$ cat src/rtl/pkt_sched_pkg.sv
package pkt_sched_pkg;
   typedef enum logic [1:0] {
      SEG_CTRL  = 2'd0,
      SEG_SMARK = 2'd1,
      SEG_EMARK = 2'd2,
      SEG_TRAIL = 2'd3
   } seg_e;
endpackage

$ cat src/rtl/pkt_seg_len.sv
module pkt_seg_len #(
   parameter int CTRL_LEN0 = 60,
   parameter int CTRL_LEN1 = 90,
   parameter int CTRL_LEN2 = 120,
   parameter int CTRL_LEN3 = 140,
   parameter int SMARK_LEN = 40,
   parameter int EMARK_LEN = 40,
   parameter int TRAIL_LEN = 120,
   parameter int CW        = 8
) (
   input  logic [1:0]    fmt,
   input  logic [1:0]    seg,
   output logic [CW-1:0] len
);
   import pkt_sched_pkg::*;

   logic [CW-1:0] ctrl_len;

   always_comb begin
      case (fmt)
         2'd0:    ctrl_len = CW'(CTRL_LEN0);
         2'd1:    ctrl_len = CW'(CTRL_LEN1);
         2'd2:    ctrl_len = CW'(CTRL_LEN2);
         default: ctrl_len = CW'(CTRL_LEN3);
      endcase
   end

   always_comb begin
      case (seg_e'(seg))
         SEG_CTRL:  len = ctrl_len;
         SEG_SMARK: len = CW'(SMARK_LEN);
         SEG_EMARK: len = CW'(EMARK_LEN);
         default:   len = CW'(TRAIL_LEN);
      endcase
   end
endmodule

$ cat src/rtl/pkt_unit_ctr.sv
module pkt_unit_ctr #(
   parameter int CW = 8
) (
   input  logic          clk,
   input  logic          rst_n,
   input  logic          clear,
   input  logic          step,
   input  logic [CW-1:0] limit,
   output logic          last
);
   logic [CW-1:0] cnt_q;

   always_ff @(posedge clk or negedge rst_n) begin
      if (!rst_n)     cnt_q <= '0;
      else if (clear) cnt_q <= '0;
      else if (step)  cnt_q <= cnt_q + CW'(1);
   end

   assign last = (cnt_q == limit - CW'(1));
endmodule

$ cat src/rtl/pkt_sched.sv
module pkt_sched #(
   parameter int CTRL_LEN0 = 60,
   parameter int CTRL_LEN1 = 90,
   parameter int CTRL_LEN2 = 120,
   parameter int CTRL_LEN3 = 140,
   parameter int SMARK_LEN = 40,
   parameter int EMARK_LEN = 40,
   parameter int TRAIL_LEN = 120
) (
   input  logic       clk,
   input  logic       rst_n,
   input  logic       unit_tick,
   input  logic       start,
   input  logic [1:0] fmt_sel,
   output logic       busy,
   output logic [1:0] session,
   output logic       unit_stb,
   output logic       done
);
   import pkt_sched_pkg::*;

   localparam int MAX_CTRL = (CTRL_LEN0 > CTRL_LEN1 ? CTRL_LEN0 : CTRL_LEN1) >
                             (CTRL_LEN2 > CTRL_LEN3 ? CTRL_LEN2 : CTRL_LEN3) ?
                             (CTRL_LEN0 > CTRL_LEN1 ? CTRL_LEN0 : CTRL_LEN1) :
                             (CTRL_LEN2 > CTRL_LEN3 ? CTRL_LEN2 : CTRL_LEN3);
   localparam int MAX_FIX  = (SMARK_LEN > EMARK_LEN ? SMARK_LEN : EMARK_LEN) > TRAIL_LEN ?
                             (SMARK_LEN > EMARK_LEN ? SMARK_LEN : EMARK_LEN) : TRAIL_LEN;
   localparam int MAX_LEN  = MAX_CTRL > MAX_FIX ? MAX_CTRL : MAX_FIX;
   localparam int CW       = $clog2(MAX_LEN + 1);

   if (CTRL_LEN0 < 1 || CTRL_LEN1 < 1 || CTRL_LEN2 < 1 || CTRL_LEN3 < 1) begin : g_bad_ctrl
      $error("pkt_sched: every control segment length must be at least one unit");
   end
   if (SMARK_LEN < 1 || EMARK_LEN < 1 || TRAIL_LEN < 1) begin : g_bad_fix
      $error("pkt_sched: fixed segment lengths must be at least one unit");
   end

   logic          busy_q, done_q;
   logic [1:0]    seg_q, fmt_q;
   logic [CW-1:0] cur_len;
   logic          ctr_last, start_acc, step, seg_end, pkt_end;

   assign start_acc = start & ~busy_q;
   assign step      = busy_q & unit_tick;
   assign seg_end   = step & ctr_last;
   assign pkt_end   = seg_end & (seg_e'(seg_q) == SEG_TRAIL);

   pkt_seg_len #(
      .CTRL_LEN0(CTRL_LEN0), .CTRL_LEN1(CTRL_LEN1),
      .CTRL_LEN2(CTRL_LEN2), .CTRL_LEN3(CTRL_LEN3),
      .SMARK_LEN(SMARK_LEN), .EMARK_LEN(EMARK_LEN),
      .TRAIL_LEN(TRAIL_LEN), .CW(CW)
   ) u_len (
      .fmt (fmt_q),
      .seg (seg_q),
      .len (cur_len)
   );

   pkt_unit_ctr #(.CW(CW)) u_ctr (
      .clk   (clk),
      .rst_n (rst_n),
      .clear (start_acc | seg_end),
      .step  (step),
      .limit (cur_len),
      .last  (ctr_last)
   );

   always_ff @(posedge clk or negedge rst_n) begin
      if (!rst_n) begin
         busy_q <= 1'b0;
         done_q <= 1'b0;
         seg_q  <= SEG_CTRL;
         fmt_q  <= 2'd0;
      end else begin
         done_q <= pkt_end;
         if (start_acc) begin
            busy_q <= 1'b1;
            seg_q  <= SEG_CTRL;
            fmt_q  <= fmt_sel;
         end else if (pkt_end) begin
            busy_q <= 1'b0;
            seg_q  <= SEG_CTRL;
         end else if (seg_end) begin
            seg_q  <= seg_q + 2'd1;
         end
      end
   end

   assign busy     = busy_q;
   assign session  = seg_q;
   assign unit_stb = step;
   assign done     = done_q;
endmodule

$ cat config.mk
export PLATFORM = sky130hd
export DESIGN_NAME = pkt_sched
export DESIGN_NICKNAME = d
export VERILOG_FILES = /design/src/rtl/pkt_sched_pkg.sv /design/src/rtl/pkt_seg_len.sv /design/src/rtl/pkt_unit_ctr.sv /design/src/rtl/pkt_sched.sv
export SDC_FILE = /design/constraint.sdc
export NUM_CORES = 1
export LEC_CHECK = 0
export BUFFER_PORTS_ARGS = -buffer_cell sky130_fd_sc_hd__buf_2
export CORE_MARGIN = 2
export CORE_UTILIZATION = 58
export CTS_CLUSTER_DIAMETER = 40
export DETAILED_ROUTE_END_ITERATION = 12
export GPL_TIMING_DRIVEN = 0
export PLACE_DENSITY = 0.77
export SLEW_MARGIN = 40
export SYNTH_ARGS = -nofsm -noshare
export SYNTH_HDL_FRONTEND = slang
export SYNTH_HIERARCHICAL = 1
export SYNTH_SLANG_ARGS = --single-unit
$ cat constraint.sdc
create_clock -name clk -period 4.6 [get_ports clk]
set_input_delay 0.92 -clock clk [delete_from_list [all_inputs] [get_ports clk]]
set_output_delay 0.92 -clock clk [all_outputs]
set_load 0.03 [all_outputs]
==> results of run 1 <==
## per-stage QoR
| stage | instances | cell area (µm²) | hold slack, ns |
|---|---|---|---|
| 2_1_floorplan | 114 | 1090 | 0.525 |
| 3_3_place_gp | 149 | 1170 | 0.550 |
| 3_5_place_dp | 149 | 1170 | 0.565 |
| 4_1_cts | 153 | 1210 | 0.520 |
| 5_1_grt | 153 | 1210 | 0.538 |
| 6_report | 153 | 1210 | 0.521 |
## worst paths after layout
check	slack (ns)	depth (start not counted)	endpoint
setup / recovery	1.03	14	u_ctr/cnt_q[6]
hold / removal	0.52	1	u_ctr/cnt_q[6]
setup reg to reg	1.03	14	u_ctr/cnt_q[6]
hold reg to reg	0.58	2	u_ctr/cnt_q[7]
max in group asynchronous	3.84	1	session[0]
min in group clk	0.58	2	u_ctr/cnt_q[7]
## registers in the layout, summed over array words and instances (netlist names)
register / count
busy: 1
done: 1
fmt_q: 2
session: 2
u_ctr/cnt_q: 8
## cell usage in the layout, fill, tap and decap left out, types with 3 or more instances in the layout
master / n
a211oi_1: 3
clkbuf_4: 3
ha_1: 9
inv_1: 6
nand2_1: 4
xnor2_1: 6
buf_2: 10
dfrtp_1: 14
nor2_1: 15
a21oi_1: 3
clkbuf_1: 3
xor2_1: 8
## area by class of cell
cell class                      instances  area [µm²]  share of cell area (%)
Tap cell                               25        31.3                    2.59
Timing Repair Buffer                   10        50.0                    4.15
Sequential cell                        14         350                    29.0
Inverter                                7        26.3                    2.18
Clock buffer                            4        36.3                    3.01
Buffer                                  5        26.3                    2.18
Multi-Input combinational cell         88         686                    56.8
## synthesized netlist by cell type, types with 2 or more instances
cell type,n
a211oi_1,3
a21oi_1,3
a22o_1,2
and2_1,2
and2_4,2
and3_1,2
buf_4,2
clkbuf_1,3
conb_1,2
dfrtp_1,14
ha_1,9
inv_1,6
mux2_2,2
mux2_4,2
nand2_1,4
nand4_1,2
nor2_1,15
nor2b_1,2
nor3_1,2
o2111ai_1,2
xnor2_1,6
xor2_1,8
## report_power, final
part / leakage (nW) / internal [mW] / switching [mW]
sequential: 0.176 / 0.156 / 0.0437
clock: 0.0210 / 0.0481 / 0.0374
combinational: 0.363 / 0.118 / 0.132
## kinds of logic (layout without fill, tap and decap cells)
kind of cell             Yosys count  count (layout)
other                              2               2
adder cells (fa/ha/maj)            9               9
AO/OA/AOI/OAI                     16              16
flip-flops                        14              14
buffers and inverters             12              26
AND/OR/NAND/NOR                   42              42
XOR/XNOR                          14              14
multiplexers                       5               5
## routing by layer
layer	wire length [µm]	share of wire (%)	track usage (%)
met1	883	44	24.9
met2	1060	52	38.1
met3	54	2.7	3.85
met4	20	0.99	9.44
met5	0	0	0
==> metrics.md, run 1 <==
| Metric | Value |
|---|---|
| Gr ovfl total | `0` |
| Area growth, synth to finish | `10.8%` |
| Hold buffers post-CTS | `0` |
| Proportion of synthesized area in mux cells | `under 10%` |
| Number of synthesis warnings | `6` |
| Max Cap Viol | `0` |
| Library cells used by synthesis | `41` |
| Synth area leader | `dfrtp_1` |
| Register area share after synthesis | `32.2%` |
| Largest family of logic cells by synthesized area | `simple AND/OR/NAND/NOR gates` |
| Clk_lat worst skew | `0.27 ns` |
| Vias in the first global route | `796` |
| Final Cycle Share | `between 70% and 80%` |
| Yosys reg bits | `14` |
| Post-Synth Simple-Gate Area | `23.6%` |
| Layout Skew | `0.00335 ns` |
| CP max FO | `10` |
| Drt pass-1 iters | `4` |
| Setup WS post-layout | `1.03 ns` |
| Final Core Density | `69.1%` |
| Endpoints failing hold | `0` |
| H-tree depth | `1` |
| Chip width | `47.3 µm` |
| Crit-path leading delay family | `compound AO/OA/AOI/OAI gates` |
| CP max stage delay | `approximately 0.46 ns` |
| Leading post-synthesis cells by cell area | `dfrtp_1 32%, ha_1 10%, xor2_1 6.4%` |
| P per Cell Area | `roughly 440 nW/µm²` |
| CP max stage cell | `dfrtp_1` |
| DR WL/cell | `13.2 µm` |
| Pre-CTS setup slack | `1.11 ns` |
| Clock Sinks | `14` |
| Main synth FF type | `dfrtp_1` |
| Maximum clock rate | `280 MHz` |
| CP endpoint kind | `register` |
| Core Box Area | `1750 µm²` |
| Total I/O pin count | `11` |
| Antenna cell count | `0` |
| Slew Limit Fails | `0` |
| Layout cells sized above 1 | `between 20% and 30%` |
| Remaining antenna violation count | `0` |
| Critical path, cell by cell | `inv_1 -> ha_1 -> and2_4 -> a21oi_1 -> xor2_1 -> a211oi_1 -> o211ai_1 -> a211oi_1 -> and2_4 -> a21o_2 -> clkbuf_1 -> o2111ai_1 -> xor2_1 -> nor2_1` |
| Routed vias/inst | `5.54` |
| I/O Buffers | `10` |
| TritonCTS clock tree | `done` |
| HP Class | `primary input to async pin` |
| Compound-gate portion of the synthesized area | `between 10% and 20%` |
| Slew at the pin closest to its max-slew limit | `0.546 ns` |
| Post-DP HPWL | `1600 µm` |
| Unrepaired setup endpoints after global routing | `no` |
| Clk slew on worst S/H paths | `0.08 ns` |
| Post-synthesis cell count | `114` |
| Filler cell count | `154` |
| Setup TNS | `0 ns` |
| Pin count of the biggest net entering global routing | `15` |
| Critical Path RT | `4.80 ns` |
| Antenna violations before repair | `0` |
| Yosys top cell area share | `32.2%` |
| Mapped Nets | `129` |
| Post-route DRC | `0` |
| Final nets | `144` |
| First-pass GRT wire length | `3280 µm` |
| Share of async-settable or async-resettable flops after synthesis | `100%` |
| Post-Route WL | `2020 µm` |
| CP Launch Type | `register` |
| Final min period | `3.57 ns` |
| Post-CTS Setup Bufs | `0` |
| Power consumption | `0.535 mW` |
| Num CTS Buffers | `3` |
| Slew margin rel. | `between 60% and 70%` |
| Leakage | `0.560 nW` |
| Clock root cell | `clkbuf_4` |
| Die height | `47.3 µm` |
| Overall global routing resource usage | `21.4%` |
| CP startpoint | `session[0]` |
| CTS max path bufs | `2` |
| Data arrival time of the critical path | `3.78 ns` |
| Adder-Cell Fraction of Synth Area | `10.3%` |
| Worst VDD drop | `between 0.3 and 0.4 mV` |
| Fraction of synthesized cell area in xor and xnor cells | `11.3%` |
| Buf+Inv Stages, Crit Path | `2` |
| Crit Reg-Reg Startpoint | `session[0]` |
| PostCTS Resize Cnt | `0` |
| Synthesized area per cell | `9.55 µm²` |
| DRT iter0 DRCs | `14` |
| Final setup violation count | `0` |
| Status | `complete, no violations` |
| Mapped Area | `1090 µm²` |
| EDFF count, synth | `0` |
| GPL Wtd Cong | `0.838` |
| Starting density of the core | `62.4%` |
| Vias | `847` |
| Worst setup path class | `register to register` |
| Die area | `between 2000 and 2500 µm²` |
| Row count | `15` |
Power figures use the tool's default switching activity.
==> run 2: changes to the inputs <==
- CORE_UTILIZATION: 58 -> 52
- PLACE_DENSITY: 0.77 -> 0.72
- clock period: 4.6 -> 2.9 ns (I/O delays scaled with it)
==> run 2 against run 1 <==
Against the previous run:
- non-clock buffer count is 8 higher
- die area grew 11%
- sequential share of layout area fell by 2.5 points
- routed wire length up 17%
- hold slack got worse by 0.33 ns
- count of clock-buffer cells in the layout stayed put
- core utilization decreased by 1.4 points
- largest power group unchanged
==> metrics.md, run 2 (synthesis gave the netlist of run 1 again) <==
| Metric | Value |
|---|---|
| Status | `complete, no violations` |
| Post-route DRC | `0` |
| Final setup violation count | `0` |
| CTS max path bufs | `2` |
| Critical Path RT | `between 3 and 4 ns` |
| Die height | `49.8 µm` |
| GPL Wtd Cong | `0.845` |
| Power consumption | `0.914 mW` |
| Post-DP HPWL | `between 1500 and 2000 µm` |
| CP Launch Type | `register` |
| GR Util met1 | `23.2%` |
| Layout cells sized above 1 | `between 30% and 40%` |
| DRT iter0 DRCs | `18` |
| Clock root cell | `clkbuf_4` |
| R2r endpoint | `session[0]` |
| Num CTS Buffers | `3` |
| I/O Buffers | `10` |
| Critical path, cell by cell | `inv_2 -> ha_4 -> inv_2 -> nor3b_4 -> inv_1 -> ha_1 -> xnor2_1 -> a211oi_2 -> o211ai_1 -> a211oi_2 -> and2_4 -> buf_12 -> mux2_4 -> a22o_1` |
| Register-to-Register Path Depth | `14` |
| Leakage | `0.605 nW` |
| Worst VDD drop | `0.576 mV` |
| Total I/O pin count | `11` |
| H-tree depth | `1` |
| Post-Route WL | `2350 µm` |
| Most flop-heavy register | `u_ctr/cnt_q` |
| First-pass GRT wire length | `3750 µm` |
| Final Cycle Share | `a little over nine tenths` |
| Drt pass-1 iters | `4` |
| Pin count of the biggest net entering global routing | `15` |
| Placed cell area | `1180 µm²` |
| TritonCTS clock tree | `done` |
| CP max stage delay | `0.43 ns` |
| Antenna violations before repair | `0` |
| Starting density of the core | `55.5%` |
| Vias in the first global route | `~840` |
| Remaining antenna violation count | `0` |
| Buf+Inv Stages, Crit Path | `4` |
| Slew Limit Fails | `0` |
| Routed vias/inst | `5.51` |
| Worst setup path class | `register to register` |
| HP Class | `primary input to async pin` |
| Clk slew on worst S/H paths | `0.08 ns` |
| Crit-path leading delay family | `compound AO/OA/AOI/OAI gates` |
| Overall global routing resource usage | `19.7%` |
| Max Cap Viol | `0` |
| Area growth, synth to finish | `22.1%` |
| Clk_lat worst skew | `roughly 0.27 ns` |
| Filler cell count | `around 160` |
| Clock Sinks | `14` |
| Met2 GRT Util | `35.8%` |
| CP max stage cell | `dfrtp_2` |
| Chip width | `approximately 50 µm` |
| Crit Reg-Reg Startpoint | `session[0]` |
| Max reg flops | `8` |
| Layout Skew | `0.00530 ns` |
| Fin area | `1330 µm²` |
| Vias | `898` |
| Endpoints failing hold | `0` |
| DR WL/cell | `14.4 µm` |
| Met3 usage in global routing | `2.12%` |
| P per Cell Area | `688 nW/µm²` |
| Placed cells | `151` |
| Most Used Layer, Global Route | `met2` |
| Non-filler cells in the finished layout | `approximately 160` |
| Die area | `2480 µm²` |
| CP max FO | `4` |
| Gr ovfl total | `0` |
| Maximum clock rate | `360 MHz` |
| Antenna cell count | `0` |
| R2R Setup Slk | `0.12 ns` |
| Data arrival time of the critical path | `2.93 ns` |
| Final nets | `152` |
| Final min period | `approximately 2.8 ns` |
| Row count | `16` |
| Most frequent cells in the layout | `15 x nor2_1, 12 x dfrtp_1, 10 x buf_2, 10 x buf_4, 8 x xor2_1` |
| Commonest non-fill, non-tap cell in the layout | `nor2_1` |
| CP endpoint kind | `register` |
| Core Box Area | `1960 µm²` |
## run 2: per-layer routing
| layer | part of all wire [%] | wire (µm) |
|---|---|---|
| met1 | 44 | 1030 |
| met2 | 51 | 1200 |
| met3 | 2.3 | 55 |
| met4 | 2.9 | 69 |
| met5 | 0 | 0 |
## run 2: cell type report
| type | instances | area [µm²] | area share [%] |
|---|---|---|---|
| multi-input combinational | 88 | 727 | 54.7 |
| sequential | 14 | 353 | 26.6 |
| timing repair buffer | 19 | 130 | 9.79 |
| clock buffer | 4 | 36.3 | 2.73 |
| tap | 27 | 33.8 | 2.54 |
| inverter | 7 | 26.3 | 1.98 |
| buffer | 4 | 22.5 | 1.69 |
## run 2: stage by stage
stage          hold WS (ns)  TNS [ns]  worst slack, ns  util (%)
6_report              0.187         0            0.124      67.7
5_1_grt               0.203  -0.00824         -0.00471      67.7
4_1_cts               0.185         0          0.00101      63.4
3_5_place_dp          0.486    -0.918           -0.331      60.1
3_3_place_gp          0.485    -0.485           -0.240      60.1
2_1_floorplan         0.284         0           0.0221         -
## run 2: power breakdown
group | internal [mW] | switching, mW
registers | 0.248 | 0.0644
clock network | 0.0762 | 0.0574
logic | 0.224 | 0.244
total | 0.548 | 0.366
## run 2: worst max path at each step
stage	startpoint	depth (start not counted)	end
after floorplan	session[1]	16	u_ctr/cnt_q[6]
after global placement	session[0]	16	u_ctr/cnt_q[7]
after detailed placement	session[1]	16	u_ctr/cnt_q[6]
after CTS	session[1]	15	u_ctr/cnt_q[6]
after global routing	session[0]	15	u_ctr/cnt_q[6]
final	session[0]	14	session[0]
## run 2: timing repair
item                       CTS  global route
buffers inserted             1             8
resized for setup            6             4
setup endpoints to repair   10             4
gates cloned                 0             0
pin swaps                    1             7
hold buffers                 0             0
==> run 3: changes to the inputs <==
- CORE_MARGIN: 2 -> default
- SKIP_LAST_GASP: default -> 1
==> run 3 against run 2 <==
Against the previous run:
- sequential share of layout area grew 0.77 points
- power shrank 1.1%
- first-iteration DRC count shrank 28%
- maximum frequency grew 0.92%
- sequential power is essentially flat
- combinational power shrank 2%
- count of clock-buffer cells in the layout is the same
- largest cell class unchanged
==> metrics.md, run 3 (synthesis gave the netlist of run 1 again) <==
| Metric | Value |
|---|---|
| Status | `complete, no violations` |
| Layout Skew | `0.00403 ns` |
| TritonCTS clock tree | `done` |
| CP max stage cell | `dfrtp_1` |
| Maximum clock rate | `364 MHz` |
| Data arrival time of the critical path | `slightly below 3 ns` |
| Register-to-Register Path Depth | `13` |
| Antenna cell count | `0` |
| CP endpoint kind | `register` |
| Leakage | `slightly below 0.6 nW` |
| Critical Path Most Common Cell | `a211oi_2` |
| Most frequent cells in the layout | `15 x nor2_1, 12 x dfrtp_1, 10 x buf_2` |
| Buf+Inv Stages, Crit Path | `1` |
| CTS max path bufs | `2` |
| Setup WS post-layout | `roughly 0.15 ns` |
| Final nets | `149` |
| Pin count of the biggest net entering global routing | `15` |
| Vias | `853` |
| DR WL/cell | `13.7 µm` |
| Area growth, synth to finish | `18.6%` |
| Gr ovfl total | `0` |
| Post-route DRC | `0` |
| H-tree depth | `1` |
| Antenna violations before repair | `0` |
| Die area | `2280 µm²` |
| Final Hold Slack | `between 0.15 and 0.2 ns` |
| Max reg flops | `8` |
| Critical Path RT | `3.06 ns` |
| Drt pass-1 iters | `4` |
| Critical path, cell by cell | `inv_1 -> ha_1 -> o21ai_0 -> nand2_1 -> and2_1 -> o221a_1 -> a211oi_2 -> a211oi_2 -> and2_4 -> a21o_4 -> o2111ai_1 -> xor2_1 -> nor2_1` |
| Final Core Density | `65.8%` |
| HP Class | `primary input to async pin` |
| Post-DP HPWL | `1540 µm` |
| CP Launch Type | `register` |
| Core Box Area | `1960 µm²` |
| Clock Sinks | `14` |
| Pre-CTS setup slack | `-0.299 ns` |
| Clk slew on worst S/H paths | `0.08 ns` |
| Starting density of the core | `55.5%` |
| Layout cells sized above 1 | `33.1%` |
| I/O Buffers | `10` |
| Clock root cell | `clkbuf_4` |
| Non-filler cells in the finished layout | `160` |
| GPL Wtd Cong | `0.794` |
| Commonest non-fill, non-tap cell in the layout | `nor2_1` |
| Crit-path leading delay family | `compound AO/OA/AOI/OAI gates` |
| Overall global routing resource usage | `a little under a fifth` |
| Max Cap Viol | `0` |
| Most flop-heavy register | `u_ctr/cnt_q` |
| Crit Reg-Reg Startpoint | `fmt_q[0]` |
| Row count | `16` |
| Final setup violation count | `0` |
| Remaining antenna violation count | `0` |
| Worst setup path class | `register to register` |
| Slew Limit Fails | `0` |
| Power consumption | `0.904 mW` |
| R2R Setup Slk | `0.15 ns` |
| R2r endpoint | `u_ctr/cnt_q[6]` |
| Final min period | `~2.8 ns` |
| Endpoints failing hold | `0` |
| P per Cell Area | `700 nW/µm²` |
| Total I/O pin count | `11` |
| Clk_lat worst skew | `between 0.2 and 0.3 ns` |
| Placed cells | `151` |
| DRT iter0 DRCs | `13` |
| Worst VDD drop | `0.428 mV` |
| CP max stage delay | `0.42 ns` |
| Final Cycle Share | `94.8%` |
| Post-Route WL | `~2200 µm` |
| Routed vias/inst | `roughly 5.3` |
| First-pass GRT wire length | `2910 µm` |
| Vias in the first global route | `slightly below 700` |
| CP max FO | `4` |
| Die height | `between 40 and 50 µm` |
| Num CTS Buffers | `3` |
| Chip width | `47.8 µm` |
[run 3: cell count changes in the layout (fill, tap and decap cells not counted), sizes merged]
cell and change:
buf -3
[run 3: power by group]
group	leakage (nW)	internal [mW]	switching, mW
Sequential	0.172	0.248	0.0642
Combinational	0.394	0.224	0.233
Clock	0.0210	0.0762	0.0584
[run 3: timing repair]
item,in CTS,in global routing
pin swaps,4,8
hold buffers,0,0
gates resized for setup,5,4
endpoints found under the setup margin,10,4
buffers inserted,4,2
[run 3: how the worst max path moves through the flow]
| stage | startpoint | endpoint | slack (ns) | cells past startpoint |
|---|---|---|---|---|
| 2_1_floorplan | session[1] | u_ctr/cnt_q[6] | 0.02 | 16 |
| 3_3_place_gp | session[0] | u_ctr/cnt_q[6] | -0.29 | 16 |
| 3_5_place_dp | session[1] | u_ctr/cnt_q[6] | -0.30 | 16 |
| 4_1_cts | session[0] | u_ctr/cnt_q[6] | 0.05 | 15 |
| 5_1_grt | fmt_q[0] | u_ctr/cnt_q[6] | -0.01 | 13 |
| 6_report | fmt_q[0] | u_ctr/cnt_q[6] | 0.15 | 13 |
[run 3: per-stage QoR]
step	setup TNS, ns	area (µm²)
2_1_floorplan	0	1090
4_1_cts	0	1260
6_report	0	1290
3_3_place_gp	-0.629	1180
5_1_grt	-0.0112	1290
3_5_place_dp	-0.691	1180
[run 3: area by class of cell]
type | instances | area (µm²)
Multi-Input combinational cell | 88 | 724
Fill cell | 189 | 671
Sequential cell | 14 | 353
Timing Repair Buffer | 16 | 95.1
Clock buffer | 4 | 36.3
Tap cell | 27 | 33.8
Inverter | 7 | 26.3
Buffer | 4 | 22.5
[run 3: layer usage]
| metal | global-route usage (%) | vias up | wire length [µm] |
|---|---|---|---|
| li1 | - | 432 | - |
| met1 | 25.1 | 407 | 1030 |
| met2 | 30.8 | 12 | 1110 |
| met3 | 2.64 | 2 | 38 |
| met4 | 9.44 | 0 | 13 |
| met5 | 0 | - | 0 |
